### config.mk
export PLATFORM = sky130hd
export DESIGN_NAME = clkgrp_pwrseq
export DESIGN_NICKNAME = d
export VERILOG_FILES = /design/src/rtl/clkgrp_pwrseq_pkg.sv /design/src/rtl/clkgrp_req_filter.sv /design/src/rtl/clkgrp_wake_delay.sv /design/src/rtl/clkgrp_stage_fsm.sv /design/src/rtl/clkgrp_pwrseq.sv
export SDC_FILE = /design/constraint.sdc
export NUM_CORES = 1
export LEC_CHECK = 0
export ABC_AREA = 0
export CAP_MARGIN = 10
export CELL_PAD_IN_SITES_DETAIL_PLACEMENT = 0
export CELL_PAD_IN_SITES_GLOBAL_PLACEMENT = 1
export CORE_ASPECT_RATIO = 1.75
export CORE_MARGIN = 3
export CORE_UTILIZATION = 35
export CTS_CLUSTER_SIZE = 16
export DETAILED_ROUTE_END_ITERATION = 16
export PLACE_DENSITY = 0.75
export SLEW_MARGIN = 20
export SYNTH_ARGS = -nofsm -noshare
export SYNTH_HDL_FRONTEND = slang
export SYNTH_SLANG_ARGS = --single-unit
### constraint.sdc
create_clock -name clk -period 5.6 [get_ports clk]
set_input_delay 1.12 -clock clk [delete_from_list [all_inputs] [get_ports clk]]
set_output_delay 1.12 -clock clk [all_outputs]
set_load 0.05 [all_outputs]
### src/rtl/clkgrp_pwrseq_pkg.sv
package clkgrp_pwrseq_pkg;

    localparam int NGRP = 7;

    localparam int G_PCI   = 0;
    localparam int G_PCIF  = 1;
    localparam int G_BUF1  = 2;
    localparam int G_BUF02 = 3;
    localparam int G_CPU   = 4;
    localparam int G_M48   = 5;
    localparam int G_REF   = 6;

    localparam logic [NGRP-1:0] M_PCI   = NGRP'(1) << G_PCI;
    localparam logic [NGRP-1:0] M_PCIF  = NGRP'(1) << G_PCIF;
    localparam logic [NGRP-1:0] M_BUF1  = NGRP'(1) << G_BUF1;
    localparam logic [NGRP-1:0] M_BUF02 = NGRP'(1) << G_BUF02;
    localparam logic [NGRP-1:0] M_CPU   = NGRP'(1) << G_CPU;
    localparam logic [NGRP-1:0] M_M48   = NGRP'(1) << G_M48;
    localparam logic [NGRP-1:0] M_REF   = NGRP'(1) << G_REF;

    localparam int STG_W = 3;
    localparam logic [STG_W-1:0] LAST_STG = 3'd5;

    typedef enum logic [2:0] {
        S_WAKE,
        S_DELAY,
        S_REL_PCI,
        S_REL_SLOW,
        S_RUN,
        S_ENTRY,
        S_OFF
    } seq_state_e;

    typedef struct packed {
        seq_state_e         st;
        logic [STG_W-1:0]   stg;
        logic [NGRP-1:0]    run;
        logic               pll_en;
        logic               osc_en;
    } seq_regs_t;

    // Groups that a given stop slot must have halted before moving on.
    function automatic logic [NGRP-1:0] stage_mask(input logic [STG_W-1:0] stg,
                                                   input logic hold_n);
        case (stg)
            3'd0:    stage_mask = M_PCI;
            3'd1:    stage_mask = hold_n ? '0 : M_PCIF;
            3'd2:    stage_mask = M_BUF1 | M_BUF02;
            3'd3:    stage_mask = M_CPU;
            3'd4:    stage_mask = M_M48;
            default: stage_mask = M_REF | M_PCIF;
        endcase
    endfunction

endpackage

### src/rtl/clkgrp_req_filter.sv
module clkgrp_req_filter (
    input  logic clk,
    input  logic rst_n,
    input  logic req_n,
    output logic filt_n
);

    typedef struct packed {
        logic smp;
        logic filt;
    } flt_regs_t;

    flt_regs_t cur_q, nxt_d;

    // The filtered level follows the input only after two equal samples.
    always_comb begin
        nxt_d     = cur_q;
        nxt_d.smp = req_n;
        if (req_n == cur_q.smp) begin
            nxt_d.filt = req_n;
        end
    end

    always_ff @(posedge clk or negedge rst_n) begin
        if (!rst_n) begin
            cur_q <= '{smp: 1'b1, filt: 1'b1};
        end else begin
            cur_q <= nxt_d;
        end
    end

    assign filt_n = cur_q.filt;

    // a change of the filtered level needs the previous two samples to agree.
    assert_filter_two_samples_R1: assert property (@(posedge clk) disable iff (!rst_n)
        (cur_q.filt != $past(cur_q.filt)) |-> ($past(req_n) == $past(cur_q.smp)));

endmodule

### src/rtl/clkgrp_wake_delay.sv
module clkgrp_wake_delay #(
    parameter int DLY_CYCLES = 1431
) (
    input  logic clk,
    input  logic rst_n,
    input  logic cnt_en,
    output logic expired
);

    localparam int CNT_W = $clog2(DLY_CYCLES + 1);

    logic [CNT_W-1:0] cnt_q, cnt_d;

    always_comb begin
        cnt_d = cnt_en ? (cnt_q + CNT_W'(1)) : '0;
    end

    always_ff @(posedge clk or negedge rst_n) begin
        if (!rst_n) begin
            cnt_q <= '0;
        end else begin
            cnt_q <= cnt_d;
        end
    end

    assign expired = (cnt_q == CNT_W'(DLY_CYCLES - 1));

    // a running count advances one step per enabled edge.
    assert_delay_step_R9: assert property (@(posedge clk) disable iff (!rst_n)
        ($past(cnt_en) && !$past(expired)) |-> (cnt_q == $past(cnt_q) + CNT_W'(1)));

endmodule

### src/rtl/clkgrp_stage_fsm.sv
module clkgrp_stage_fsm
    import clkgrp_pwrseq_pkg::*;
(
    input  logic            clk,
    input  logic            rst_n,
    input  logic            filt_n,
    input  logic            hold_n,
    input  logic            pll_locked,
    input  logic            dly_done,
    input  logic [NGRP-1:0] grp_fall,
    output logic            dly_en,
    output logic [NGRP-1:0] run,
    output logic            pll_en,
    output logic            osc_en
);

    localparam logic [NGRP-1:0] EARLY_MASK = M_CPU | M_BUF1;
    localparam logic [NGRP-1:0] PCI_MASK   = M_PCI | M_PCIF;
    localparam logic [NGRP-1:0] SLOW_MASK  = M_M48 | M_REF;

    seq_regs_t       cur_q, nxt_d;
    logic [NGRP-1:0] pend;

    always_comb begin
        nxt_d  = cur_q;
        pend   = cur_q.run & stage_mask(cur_q.stg, hold_n);
        dly_en = 1'b0;
        unique case (cur_q.st)
            S_WAKE: begin
                nxt_d.pll_en = 1'b1;
                nxt_d.osc_en = 1'b1;
                if (!filt_n) begin
                    nxt_d.st  = S_ENTRY;
                    nxt_d.stg = '0;
                end else if (pll_locked) begin
                    nxt_d.run = cur_q.run | EARLY_MASK;
                    nxt_d.st  = S_DELAY;
                end
            end
            S_DELAY: begin
                dly_en = 1'b1;
                if (!filt_n) begin
                    nxt_d.st  = S_ENTRY;
                    nxt_d.stg = '0;
                end else if (dly_done) begin
                    nxt_d.run = cur_q.run | M_BUF02;
                    nxt_d.st  = S_REL_PCI;
                end
            end
            S_REL_PCI: begin
                if (!filt_n) begin
                    nxt_d.st  = S_ENTRY;
                    nxt_d.stg = '0;
                end else begin
                    nxt_d.run = cur_q.run | PCI_MASK;
                    nxt_d.st  = S_REL_SLOW;
                end
            end
            S_REL_SLOW: begin
                if (!filt_n) begin
                    nxt_d.st  = S_ENTRY;
                    nxt_d.stg = '0;
                end else begin
                    nxt_d.run = cur_q.run | SLOW_MASK;
                    nxt_d.st  = S_RUN;
                end
            end
            S_RUN: begin
                if (!filt_n) begin
                    nxt_d.st  = S_ENTRY;
                    nxt_d.stg = '0;
                end
            end
            S_ENTRY: begin
                if (pend == '0) begin
                    if (cur_q.stg == LAST_STG) begin
                        nxt_d.st     = S_OFF;
                        nxt_d.pll_en = 1'b0;
                        nxt_d.osc_en = 1'b0;
                    end else begin
                        nxt_d.stg = cur_q.stg + 3'd1;
                    end
                end else begin
                    nxt_d.run = cur_q.run & ~(pend & grp_fall);
                end
            end
            S_OFF: begin
                if (filt_n) begin
                    nxt_d.st     = S_WAKE;
                    nxt_d.pll_en = 1'b1;
                    nxt_d.osc_en = 1'b1;
                end
            end
            default: begin
                nxt_d.st = S_WAKE;
            end
        endcase
    end

    always_ff @(posedge clk or negedge rst_n) begin
        if (!rst_n) begin
            cur_q <= '{st: S_WAKE, stg: '0, run: '0, pll_en: 1'b1, osc_en: 1'b1};
        end else begin
            cur_q <= nxt_d;
        end
    end

    assign run    = cur_q.run;
    assign pll_en = cur_q.pll_en;
    assign osc_en = cur_q.osc_en;

    // an enable only drops on an edge where that group's strobe was seen.
    for (genvar g = 0; g < NGRP; g++) begin : g_stop_chk
        assert_stop_on_fall_R5: assert property (@(posedge clk) disable iff (!rst_n)
            $fell(cur_q.run[g]) |-> $past(grp_fall[g]));
    end

    // CPU-PLL clocks stop only after PCI and both buffered groups.
    assert_cpu_after_buffers_R3: assert property (@(posedge clk) disable iff (!rst_n)
        $fell(cur_q.run[G_CPU]) |-> (!cur_q.run[G_PCI] && !cur_q.run[G_BUF1] && !cur_q.run[G_BUF02]));

    // oscillator off means nothing runs.
    assert_osc_off_all_stopped_R6: assert property (@(posedge clk) disable iff (!rst_n)
        !cur_q.osc_en |-> (cur_q.run == '0));

    // a running group always has its PLL enabled.
    assert_run_needs_pll_R7: assert property (@(posedge clk) disable iff (!rst_n)
        (cur_q.run != '0) |-> cur_q.pll_en);

    // CPU-PLL clocks and the early buffered output start together.
    assert_early_pair_R8: assert property (@(posedge clk) disable iff (!rst_n)
        $rose(cur_q.run[G_CPU]) |-> cur_q.run[G_BUF1]);

    // PCI starts only after the late buffered outputs and the CPU group.
    assert_pci_after_buf_R10: assert property (@(posedge clk) disable iff (!rst_n)
        $rose(cur_q.run[G_PCI]) |-> (cur_q.run[G_BUF02] && cur_q.run[G_CPU]));

endmodule

### src/rtl/clkgrp_pwrseq.sv
module clkgrp_pwrseq
    import clkgrp_pwrseq_pkg::*;
#(
    parameter int REF_CLK_KHZ = 14318,
    parameter int DELAY_US    = 100
) (
    input  logic            clk,
    input  logic            rst_n,
    input  logic            pd_req_n,
    input  logic            pci_hold_n,
    input  logic            pll_locked,
    input  logic [NGRP-1:0] grp_fall,
    output logic [NGRP-1:0] grp_run,
    output logic            pll_en,
    output logic            osc_en
);

    localparam int DLY_CYCLES = (REF_CLK_KHZ * DELAY_US) / 1000;

    logic filt_n;
    logic dly_en;
    logic dly_done;

    clkgrp_req_filter u_filter (
        .clk    (clk),
        .rst_n  (rst_n),
        .req_n  (pd_req_n),
        .filt_n (filt_n)
    );

    clkgrp_wake_delay #(
        .DLY_CYCLES (DLY_CYCLES)
    ) u_delay (
        .clk     (clk),
        .rst_n   (rst_n),
        .cnt_en  (dly_en),
        .expired (dly_done)
    );

    clkgrp_stage_fsm u_fsm (
        .clk        (clk),
        .rst_n      (rst_n),
        .filt_n     (filt_n),
        .hold_n     (pci_hold_n),
        .pll_locked (pll_locked),
        .dly_done   (dly_done),
        .grp_fall   (grp_fall),
        .dly_en     (dly_en),
        .run        (grp_run),
        .pll_en     (pll_en),
        .osc_en     (osc_en)
    );

endmodule

==> results by group, run 1 <==
GRT
  – Vias in the first global route: 1355
  – Largest net degree at the start of global routing: 28
  – Met3 Resource Use GR: 0.0227
  – Overflow after GRT: 0
  – Met2 usage: 0.262
  – Global-route wire length before repair: 6.44 mm
  – Most crowded layer after global routing: met2
  – GR Util met1: 0.159
  – Initial antenna violation count: 0
  – Overall Global Routing Usage: 0.145

STA
  – Final WS setup: 2.82 ns
  – Final setup fails: 0
  – Max Slew Vio Count: 0
  – Period utilization: 0.496
  – Max-slew headroom: 0.604
  – Clock Skews: 0.00784 ns
  – RSZ-0062 raised after global routing: no
  – Setup TNS: 0 ns
  – Final Hold Fails: 0
  – Crit path time final: 2.78 ns
  – Worst-margin pin slew: roughly 0.59 ns
  – Max frequency: around 360 MHz

Clocking
  – Skew-Pair Late Insertion Delay: roughly 0.27 ns
  – CTS Buffer Depth: 2
  – CTS root buf: clkbuf_8
  – Clk slew on worst S/H paths: roughly 0.090 ns
  – Postcts setup bufs: 0
  – CTS buffer count: 3
  – # hold bufs at CTS: 0
  – CTS tree: yes
  – H-Tree Depth: 1
  – CTS Sinks: 27
  – Cts repair resizes: 0

Floorplan
  – Num ports: 21
  – Core ar.: 4480 sq um
  – Die width: between 50 and 60 microns
  – Starting density of the core: 0.366
  – Die height: 96.6 microns
  – Die area: 5580 sq um
  – Num rows: 32

Logic synthesis
  – #FFs+latches synth: 27
  – Post-synth net total: around 200
  – Fraction of registers with async set/reset: 1.00
  – Count of different cell masters after synthesis: 48
  – Avg Inst Size Synth: roughly 9.2 sq um
  – Number of synthesized flops with an enable pin: 0
  – Sequential element share of the synthesized area: 0.414
  – Cells after Synth: 179
  – Post-Syn Area: 1640 sq um
  – Top_reg_cell synth: dfrtp_1
  – Ys Warns: 0

Pwr
  – Power density cells: 509 nW/um^2
  – P_leak: 0.000767 uW
  – Worst IR Drop VDD: 0.000308 V

Critical path
  – Slowest CP cell: clkdlybuf4s50_1
  – Critical Path RT: 4.48 ns
  – Crit path arrival time: around 1.7 ns
  – Critical path class: reg -> out
  – CP Launch Type: flip-flop
  – Crit-path max FO: 4
  – RR Startpoint: u_fsm.cur_q[9]$_DFFE_PN0P_
  – FF-to-FF path depth: 7
  – R2R setup slack: roughly 3.3 ns
  – CP peak stage delay: ~0.81 ns
  – Crit path max-delay family: buffers and inverters
  – Worst setup EP type: output port
  – WP buf/inv: 1
  – Reg-to-Reg End: u_fsm.cur_q[13]$_DFFE_PN0P_
  – Cell Chain, Critical Path: clkdlybuf4s50_1

Hold path
  – Worst hold path class: reg -> reg
  – Hold worst-path end: u_delay.cnt_q[0]$_DFF_PN0_
  – Worst hold path stage count: 1
  – Hold path start: u_delay.cnt_q[0]$_DFF_PN0_

Placed design
  – GP Congestion: about 0.84
  – Hpwl dp: between 2 and 3 mm
  – Worst slack, placed: approximately 2.7 ns
  – Port bufs: 20

Layout
  – Fillers: approximately 460
  – # diodes: 0
  – Post-layout net count: about 210
  – Register area: slightly below 700 sq um
  – Synthesis-to-layout area growth: 14.0%
  – Multi-input gate area: ~850 sq um
  – Share of cells above drive strength 1: 0.0582

Route
  – DRT Pass-1 Iters: 4
  – WL/cell: between 15 and 20 microns
  – Final wirelength: slightly below 4 mm
  – Detailed-route DRC error count: 0
  – Vias per cell: roughly 5.5
  – Vias: between 1000 and 1500
  – DRT iter0 DRCs: 44
  – Routed Antenna Nets: 0

Run
  – Max Cap Viol: 0

Status
  – Status: finished, final reports clean
placed cells by master (no fill, tap or decap), drive strengths merged, types with 2 or more instances in the layout:
| cell | n |
|---|---|
| or3 | 5 |
| xnor2 | 4 |
| a21oi | 6 |
| dfrtp | 24 |
| inv | 7 |
| and2 | 2 |
| nor2b | 4 |
| and3b | 2 |
| nand4b | 2 |
| nand3 | 10 |
| ha | 7 |
| nor2 | 21 |
| nor3 | 2 |
| a221oi | 2 |
| xor2 | 6 |
| clkdlybuf4s50 | 20 |
| nand2 | 16 |
| dfstp | 3 |
| o22a | 5 |
| a31oi | 4 |
| nor3b | 2 |
| clkbuf | 3 |
| o21ai | 8 |
| nand4 | 2 |
layout make-up:
class / count / area share
clock buffers: 3 / 0.0220
clock inverters: 1 / 0.00267
inverters: 7 / 0.0140
multi-input cells: 130 / 0.454
flip-flops and latches: 27 / 0.363
well taps: 51 / 0.0341
repair buffers: 21 / 0.111
where the power goes:
part	switching (uW)	total [uW]	internal (uW)
sequential	83.5	332	248
combinational	316	513	197
clock	59.4	109	49.9
state kept, by name, summed over array words and instances, names as in the netlist:
name / cells
u_delay.cnt_q: 11
u_filter.cur_q: 1
u_filter.filt_n: 1
u_fsm.cur_q: 6
u_fsm.osc_en: 1
u_fsm.run: 7
through the flow:
stage               hold slack (ns)  area [sq um]  instances   util  power [uW]
global route                  0.540          1870        240  0.418        1020
detailed placement            0.498          1830        236  0.407         847
floorplan                     0.467          1640        179      -         732
global placement              0.486          1830        236  0.407         838
CTS                           0.512          1870        240  0.418         963
finish                        0.515          1870        240  0.418         954
cells in the mapped netlist (2+ instances only):
master | number | share of area
or3_1 | 5 | 0.019
and2_1 | 2 | 0.0076
nand2_1 | 16 | 0.037
and3b_1 | 2 | 0.011
o22a_1 | 5 | 0.027
nor2_1 | 21 | 0.048
a31oi_1 | 4 | 0.015
dfrtp_1 | 24 | 0.37
inv_1 | 7 | 0.016
o21ai_0 | 6 | 0.018
nor3_1 | 2 | 0.0061
a221oi_1 | 2 | 0.011
clkbuf_1 | 5 | 0.011
buf_4 | 8 | 0.037
o21ai_1 | 2 | 0.0061
nor2b_1 | 4 | 0.015
nand3_1 | 10 | 0.030
dfstp_2 | 3 | 0.048
nand4_1 | 2 | 0.0076
xnor2_1 | 4 | 0.021
xor2_1 | 6 | 0.032
ha_1 | 7 | 0.053
a21oi_1 | 6 | 0.018
nor3b_1 | 2 | 0.0091
worst max-delay path by stage:
| stage | start | end | slack (ns) | depth (start not counted) |
|---|---|---|---|---|
| after detailed placement | pci_hold_n | u_fsm.cur_q[13]$_DFFE_PN0P_ | 2.72 | 6 |
| after global placement | pci_hold_n | u_fsm.cur_q[13]$_DFFE_PN0P_ | 2.78 | 6 |
| after floorplan | pci_hold_n | u_fsm.cur_q[13]$_DFFE_PN0P_ | 3.35 | 5 |
| final | u_fsm.osc_en$_DFFE_PN1P_ | pll_en | 2.82 | 1 |
| after CTS | u_fsm.osc_en$_DFFE_PN1P_ | pll_en | 2.81 | 1 |
| after global routing | u_fsm.osc_en$_DFFE_PN1P_ | pll_en | 2.78 | 1 |
kinds of logic (layout without fill, tap and decap cells):
family | Yosys count | in the layout | share of synthesized area
AOI/OAI and AO/OA | 33 | 33 | 0.139
xor gates and xnor gates | 10 | 10 | 0.0533
adders and majority gates | 8 | 8 | 0.0594
buffers and inverters | 22 | 32 | 0.0693
DFF | 27 | 27 | 0.414
muxes | 1 | 1 | 0.00609
and+or+nand+nor | 78 | 78 | 0.260
routing by layer:
metal / vias up / wire length, microns
li1: 641 / -
met1: 641 / 1490
met2: 28 / 2100
met3: 10 / 138
met4: 0 / 120
met5: - / 0
Note: power is estimated with default switching activity, not from simulation.
==> run 2, diff against run 1 <==
==> constraint.sdc (replaced) <==
create_clock -name clk -period 2.8 [get_ports clk]
set_input_delay 0.56 -clock clk [delete_from_list [all_inputs] [get_ports clk]]
set_output_delay 0.56 -clock clk [all_outputs]
set_load 0.05 [all_outputs]
==> run 2 against run 1 <==
Against the previous run:
- first-iteration DRC count shrank 34%
- global-route usage rose by 0.19 points
- final cell count did not move
- setup slack worse by 2.3 ns
- highest routed layer unchanged
==> results by group, run 2 (synthesis results as in run 1) <==
Status
  – Status: finished, final reports clean

Run
  – Max Cap Viol: 0

Pwr
  – Power density cells: 1020 nW/um^2
  – Worst IR Drop VDD: around 0.00059 V
  – P_leak: between 0.0007 and 0.0008 uW

Placed design
  – Hpwl dp: a little under 3 mm
  – Port bufs: 20
  – GP Congestion: 0.829

Layout
  – Highest-count cells in the layout ignoring fill and taps: 24 x dfrtp_1, 21 x nor2_1, 20 x clkdlybuf4s50_1
  – Multi-input gate area: 850 sq um
  – Commonest non-fill, non-tap cell in the layout: dfrtp_1
  – Synthesis-to-layout area growth: 13.9%
  – Share of cells above drive strength 1: 0.0529
  – Top reg by flops: u_delay.cnt_q
  – # diodes: 0
  – Max FFs per register: 11
  – Register area: between 600 and 700 sq um
  – Fillers: approximately 470
  – Post-layout net count: ~210

Floorplan
  – Die height: just under 100 microns
  – Die width: around 58 microns
  – Starting density of the core: 0.366
  – Num ports: 21
  – Die area: between 5000 and 6000 sq um
  – Core ar.: between 4000 and 5000 sq um
  – Num rows: 32

Clocking
  – CTS buffer count: 3
  – Cts repair resizes: 0
  – H-Tree Depth: 1
  – CTS Sinks: 27
  – Postcts setup bufs: 0
  – CTS Buffer Depth: 2
  – CTS tree: yes
  – Skew-Pair Late Insertion Delay: roughly 0.27 ns
  – Clk slew on worst S/H paths: 0.09 ns
  – # hold bufs at CTS: 0
  – CTS root buf: clkbuf_8

STA
  – Max Slew Vio Count: 0
  – Setup TNS: 0 ns
  – RSZ-0062 raised after global routing: no
  – Final setup fails: 0
  – Crit path time final: 2.26 ns
  – Clock Skews: between 0.007 and 0.008 ns
  – Period utilization: 0.808
  – Max frequency: approximately 440 MHz
  – Final Hold Fails: 0
  – WHS: 0.507 ns
  – Max-slew headroom: 0.557
  – Worst-margin pin slew: around 0.66 ns

GRT
  – Overflow after GRT: 0
  – Global-route wire length before repair: about 6.5 mm
  – Initial antenna violation count: 0
  – Overall Global Routing Usage: 0.147
  – Vias in the first global route: about 1400
  – Largest net degree at the start of global routing: 28

Critical path
  – Crit path arrival time: 2.47 ns
  – CP Launch Type: flip-flop
  – Critical Path RT: 3.01 ns
  – Crit-path max FO: 10
  – Critical path class: reg -> reg
  – Worst setup EP type: flip-flop

Route
  – Final wirelength: 3.82 mm
  – Vias: about 1300
  – DRT iter0 DRCs: 29
  – DRT Pass-1 Iters: 4
  – WL/cell: between 15 and 20 microns
  – Routed Antenna Nets: 0
  – Detailed-route DRC error count: 0
  – Vias per cell: 5.57

Hold path
  – Worst hold path class: reg -> reg
run 2: cell types whose count changed in the layout (fill, tap and decap cells not counted), sizes merged:
| cell | change |
|---|---|
| clkbuf | +1 |
| clkinv | -1 |
run 2: worst max-delay path, stage by stage, from the launching register on:
cell and delay (ns):
dfrtp_1 0.42, inv_1 0.12, ha_1 0.29, and3b_1 0.22, a311oi_2 0.31, nand4b_4 0.21
or4b_1 0.56, nand3_1 0.08
run 2: power by group:
| group | switching [uW] | internal [uW] | leakage, uW |
|---|---|---|---|
| Sequential | 162 | 496 | 0.000347 |
| Clock | 122 | 102 | 0.0000228 |
| Combinational | 624 | 394 | 0.000395 |
| Total | 908 | 992 | 0.000765 |
run 2: path summary, 6_finish.rpt:
check                                                 from                           to  slack [ns]  cells after the start
worst max-delay path            u_fsm.cur_q[9]$_DFFE_PN0P_  u_fsm.cur_q[13]$_DFFE_PN0P_        0.54                      7
worst min register to register  u_delay.cnt_q[0]$_DFF_PN0_   u_delay.cnt_q[0]$_DFF_PN0_        0.51                      1
worst min-delay path            u_delay.cnt_q[0]$_DFF_PN0_   u_delay.cnt_q[0]$_DFF_PN0_        0.51                      1
min in group asynchronous                            rst_n     u_fsm.run[1]$_DFFE_PN0P_        0.66                      2
max in group asynchronous                            rst_n  u_filter.cur_q[1]$_DFF_PN1_        1.84                      2
worst max register to register  u_fsm.cur_q[9]$_DFFE_PN0P_  u_fsm.cur_q[13]$_DFFE_PN0P_        0.54                      7
run 2: per-layer routing:
metal | vias up | track usage | wire length (microns)
met2 | 25 | 0.283 | 2190
met4 | 0 | 0.0679 | 134
li1 | 645 | - | -
met3 | 10 | 0.0187 | 112
met1 | 656 | 0.147 | 1390
met5 | - | 0 | 0
run 2: cell type report:
cell class,instances,area share
Sequential cell,27,0.363
Multi-Input combinational cell,130,0.454
Tap cell,51,0.0341
Inverter,7,0.0140
Clock buffer,4,0.0241
Timing Repair Buffer,21,0.111
run 2: stage by stage:
| step | cell area, sq um | instances | util | worst slack [ns] | power (uW) |
|---|---|---|---|---|---|
| 6_report | 1870 | 240 | 0.417 | 0.536 | 1900 |
| 5_1_grt | 1870 | 240 | 0.417 | 0.363 | 2050 |
| 4_1_cts | 1870 | 240 | 0.417 | 0.520 | 1930 |
| 3_5_place_dp | 1830 | 236 | 0.407 | 0.510 | 1690 |
| 3_3_place_gp | 1830 | 236 | 0.407 | 0.537 | 1670 |
| 2_1_floorplan | 1640 | 179 | - | 0.770 | 1460 |
==> run 3, diff against run 2 <==
==> constraint.sdc (replaced) <==
create_clock -name clk -period 2.1 [get_ports clk]
set_input_delay 0.42 -clock clk [delete_from_list [all_inputs] [get_ports clk]]
set_output_delay 0.42 -clock clk [all_outputs]
set_load 0.05 [all_outputs]
==> run 3 against run 2 <==
Against the previous run:
- die area unchanged
- critical path depth increased by 1
- cell area increased by 7.8%
- combinational power increased by 63%
- power increased by 48%
- sequential share of layout area decreased by 2.6 points
- final cell count increased by 4.6%
- critical path type unchanged
==> results by group, run 3 (synthesis results as in run 1) <==
GRT
  – Global-route wire length before repair: between 6 and 7 mm
  – Most crowded layer after global routing: met2
  – Met3 Resource Use GR: 0.0174
  – Overflow after GRT: 0
  – Vias in the first global route: 1470
  – Largest net degree at the start of global routing: 28
  – GR Util met1: 0.154
  – Met2 usage: 0.279
  – Initial antenna violation count: 0
  – Overall Global Routing Usage: 0.149

STA
  – Period utilization: 0.955
  – Worst-margin pin slew: 0.508 ns
  – Final Hold Fails: 0
  – Crit path time final: around 2.0 ns
  – WHS: about 0.52 ns
  – Setup TNS: 0 ns
  – Final WS setup: approximately 0.094 ns
  – Max-slew headroom: 0.660
  – Max Slew Vio Count: 0
  – Max frequency: about 500 MHz
  – Final setup fails: 0
  – Clock Skews: around 0.0053 ns

Critical path
  – CP endpoint: u_fsm.cur_q[11]$_DFFE_PN0P_
  – Critical Path RT: around 2.3 ns
  – Worst setup EP type: flip-flop
  – R2R setup slack: 0.09 ns
  – FF-to-FF path depth: 8
  – CP Launch Type: flip-flop
  – Critical path class: reg -> reg
  – Crit path arrival time: roughly 2.2 ns
  – Reg-to-Reg End: u_fsm.cur_q[11]$_DFFE_PN0P_
  – RR Startpoint: u_fsm.cur_q[10]$_DFFE_PN0P_
  – Crit-path max FO: 9
  – Setup crit start: u_fsm.cur_q[10]$_DFFE_PN0P_

Pwr
  – Power density cells: 1390 nW/um^2
  – Worst IR Drop VDD: 0.000755 V
  – Final Power: around 2800 uW
  – P_leak: between 0.0008 and 0.0009 uW

Clocking
  – CTS buffer count: 3
  – CTS root buf: clkbuf_8
  – CTS Buffer Depth: 2
  – CTS tree: yes
  – # hold bufs at CTS: 0
  – Clk slew on worst S/H paths: 0.09 ns
  – Skew-Pair Late Insertion Delay: 0.27 ns
  – Postcts setup bufs: 0
  – CTS Sinks: 27
  – H-Tree Depth: 1

Route
  – WL/cell: 16.1 microns
  – Vias: roughly 1400
  – Routed Antenna Nets: 0
  – DRT Pass-1 Iters: 4
  – Final wirelength: just over 4 mm
  – DRT iter0 DRCs: 42
  – Detailed-route DRC error count: 0
  – Vias per cell: roughly 5.5

Floorplan
  – Core ar.: 4480 sq um
  – Die height: 96.6 microns
  – Die width: roughly 58 microns
  – Die area: between 5000 and 6000 sq um
  – Num ports: 21
  – Starting density of the core: 0.366
  – Num rows: 32

Layout
  – Post-layout net count: 220
  – Register area: roughly 680 sq um
  – Max FFs per register: 11
  – Multi-input gate area: 915 sq um
  – Highest-count cells in the layout ignoring fill and taps: 23 x dfrtp_1, 21 x nor2_1, 18 x clkdlybuf4s50_1
  – Top reg by flops: u_delay.cnt_q
  – # diodes: 0
  – Commonest non-fill, non-tap cell in the layout: dfrtp_1
  – Finished Layout Cells: around 250
  – Fillers: between 400 and 500
  – Synthesis-to-layout area growth: 22.8%
  – Share of cells above drive strength 1: 0.165

Placed design
  – Placed cells: around 250
  – GP Congestion: slightly below 0.9
  – Worst slack, placed: -0.0451 ns
  – Hpwl dp: ~3.2 mm
  – Port bufs: 20

Run
  – Max Cap Viol: 0

Hold path
  – Worst hold path class: in -> async

Status
  – Status: finished, final reports clean
run 3: cell count changes in the layout (fill, tap and decap cells not counted), sizes merged:
cell / delta
buf: +13
clkdlybuf4s50: -2
run 3: layout make-up:
type | instances | share of cell area
sequential | 27 | 0.337
multi-input combinational | 130 | 0.453
clock buffer | 4 | 0.0223
inverter | 7 | 0.0143
timing repair buffer | 32 | 0.141
tap | 51 | 0.0316
run 3: power breakdown:
| part | leakage [uW] | switching [uW] | internal [uW] |
|---|---|---|---|
| sequential | 0.000346 | 193 | 664 |
| combinational | 0.000455 | 958 | 697 |
| clock | 0.0000228 | 163 | 136 |
run 3: timing repair:
item / in CTS / in global routing
endpoints found under the setup margin: 5 / 10
resized for setup: 3 / 12
pin swaps: 0 / 1
cloned: 0 / 0
run 3: metrics by stage:
step | area (sq um) | util
global placement | 1900 | 0.425
floorplan | 1640 | -
detailed placement | 1900 | 0.425
CTS | 1960 | 0.438
global route | 2020 | 0.450
finish | 2020 | 0.450
run 3: worst max-delay path, stage by stage, from the launching register on:
cell	delay, ns
dfrtp_1	0.44
inv_2	0.13
ha_4	0.17
and3b_1	0.20
a311oi_2	0.26
nand4b_4	0.13
buf_4	0.18
or3_1	0.35
nand3_1	0.08
run 3: metal layers:
metal / share of wire / vias to the layer above
met1: 0.36 / 686
met4: 0.028 / 0
met2: 0.58 / 26
li1: - / 664
met3: 0.026 / 8
met5: 0 / -
run 3: worst min path at each step:
stage                     slack, ns                  startpoint  depth (start not counted)                           to
after floorplan                0.12                       rst_n                          0   u_delay.cnt_q[0]$_DFF_PN0_
after global placement         0.49  u_delay.cnt_q[0]$_DFF_PN0_                          1   u_delay.cnt_q[0]$_DFF_PN0_
after detailed placement       0.51  u_delay.cnt_q[0]$_DFF_PN0_                          1   u_delay.cnt_q[0]$_DFF_PN0_
after CTS                      0.52                       rst_n                          2  u_fsm.cur_q[10]$_DFFE_PN0P_
after global routing           0.54                       rst_n                          2  u_fsm.cur_q[10]$_DFFE_PN0P_
final                          0.52                       rst_n                          2  u_fsm.cur_q[10]$_DFFE_PN0P_
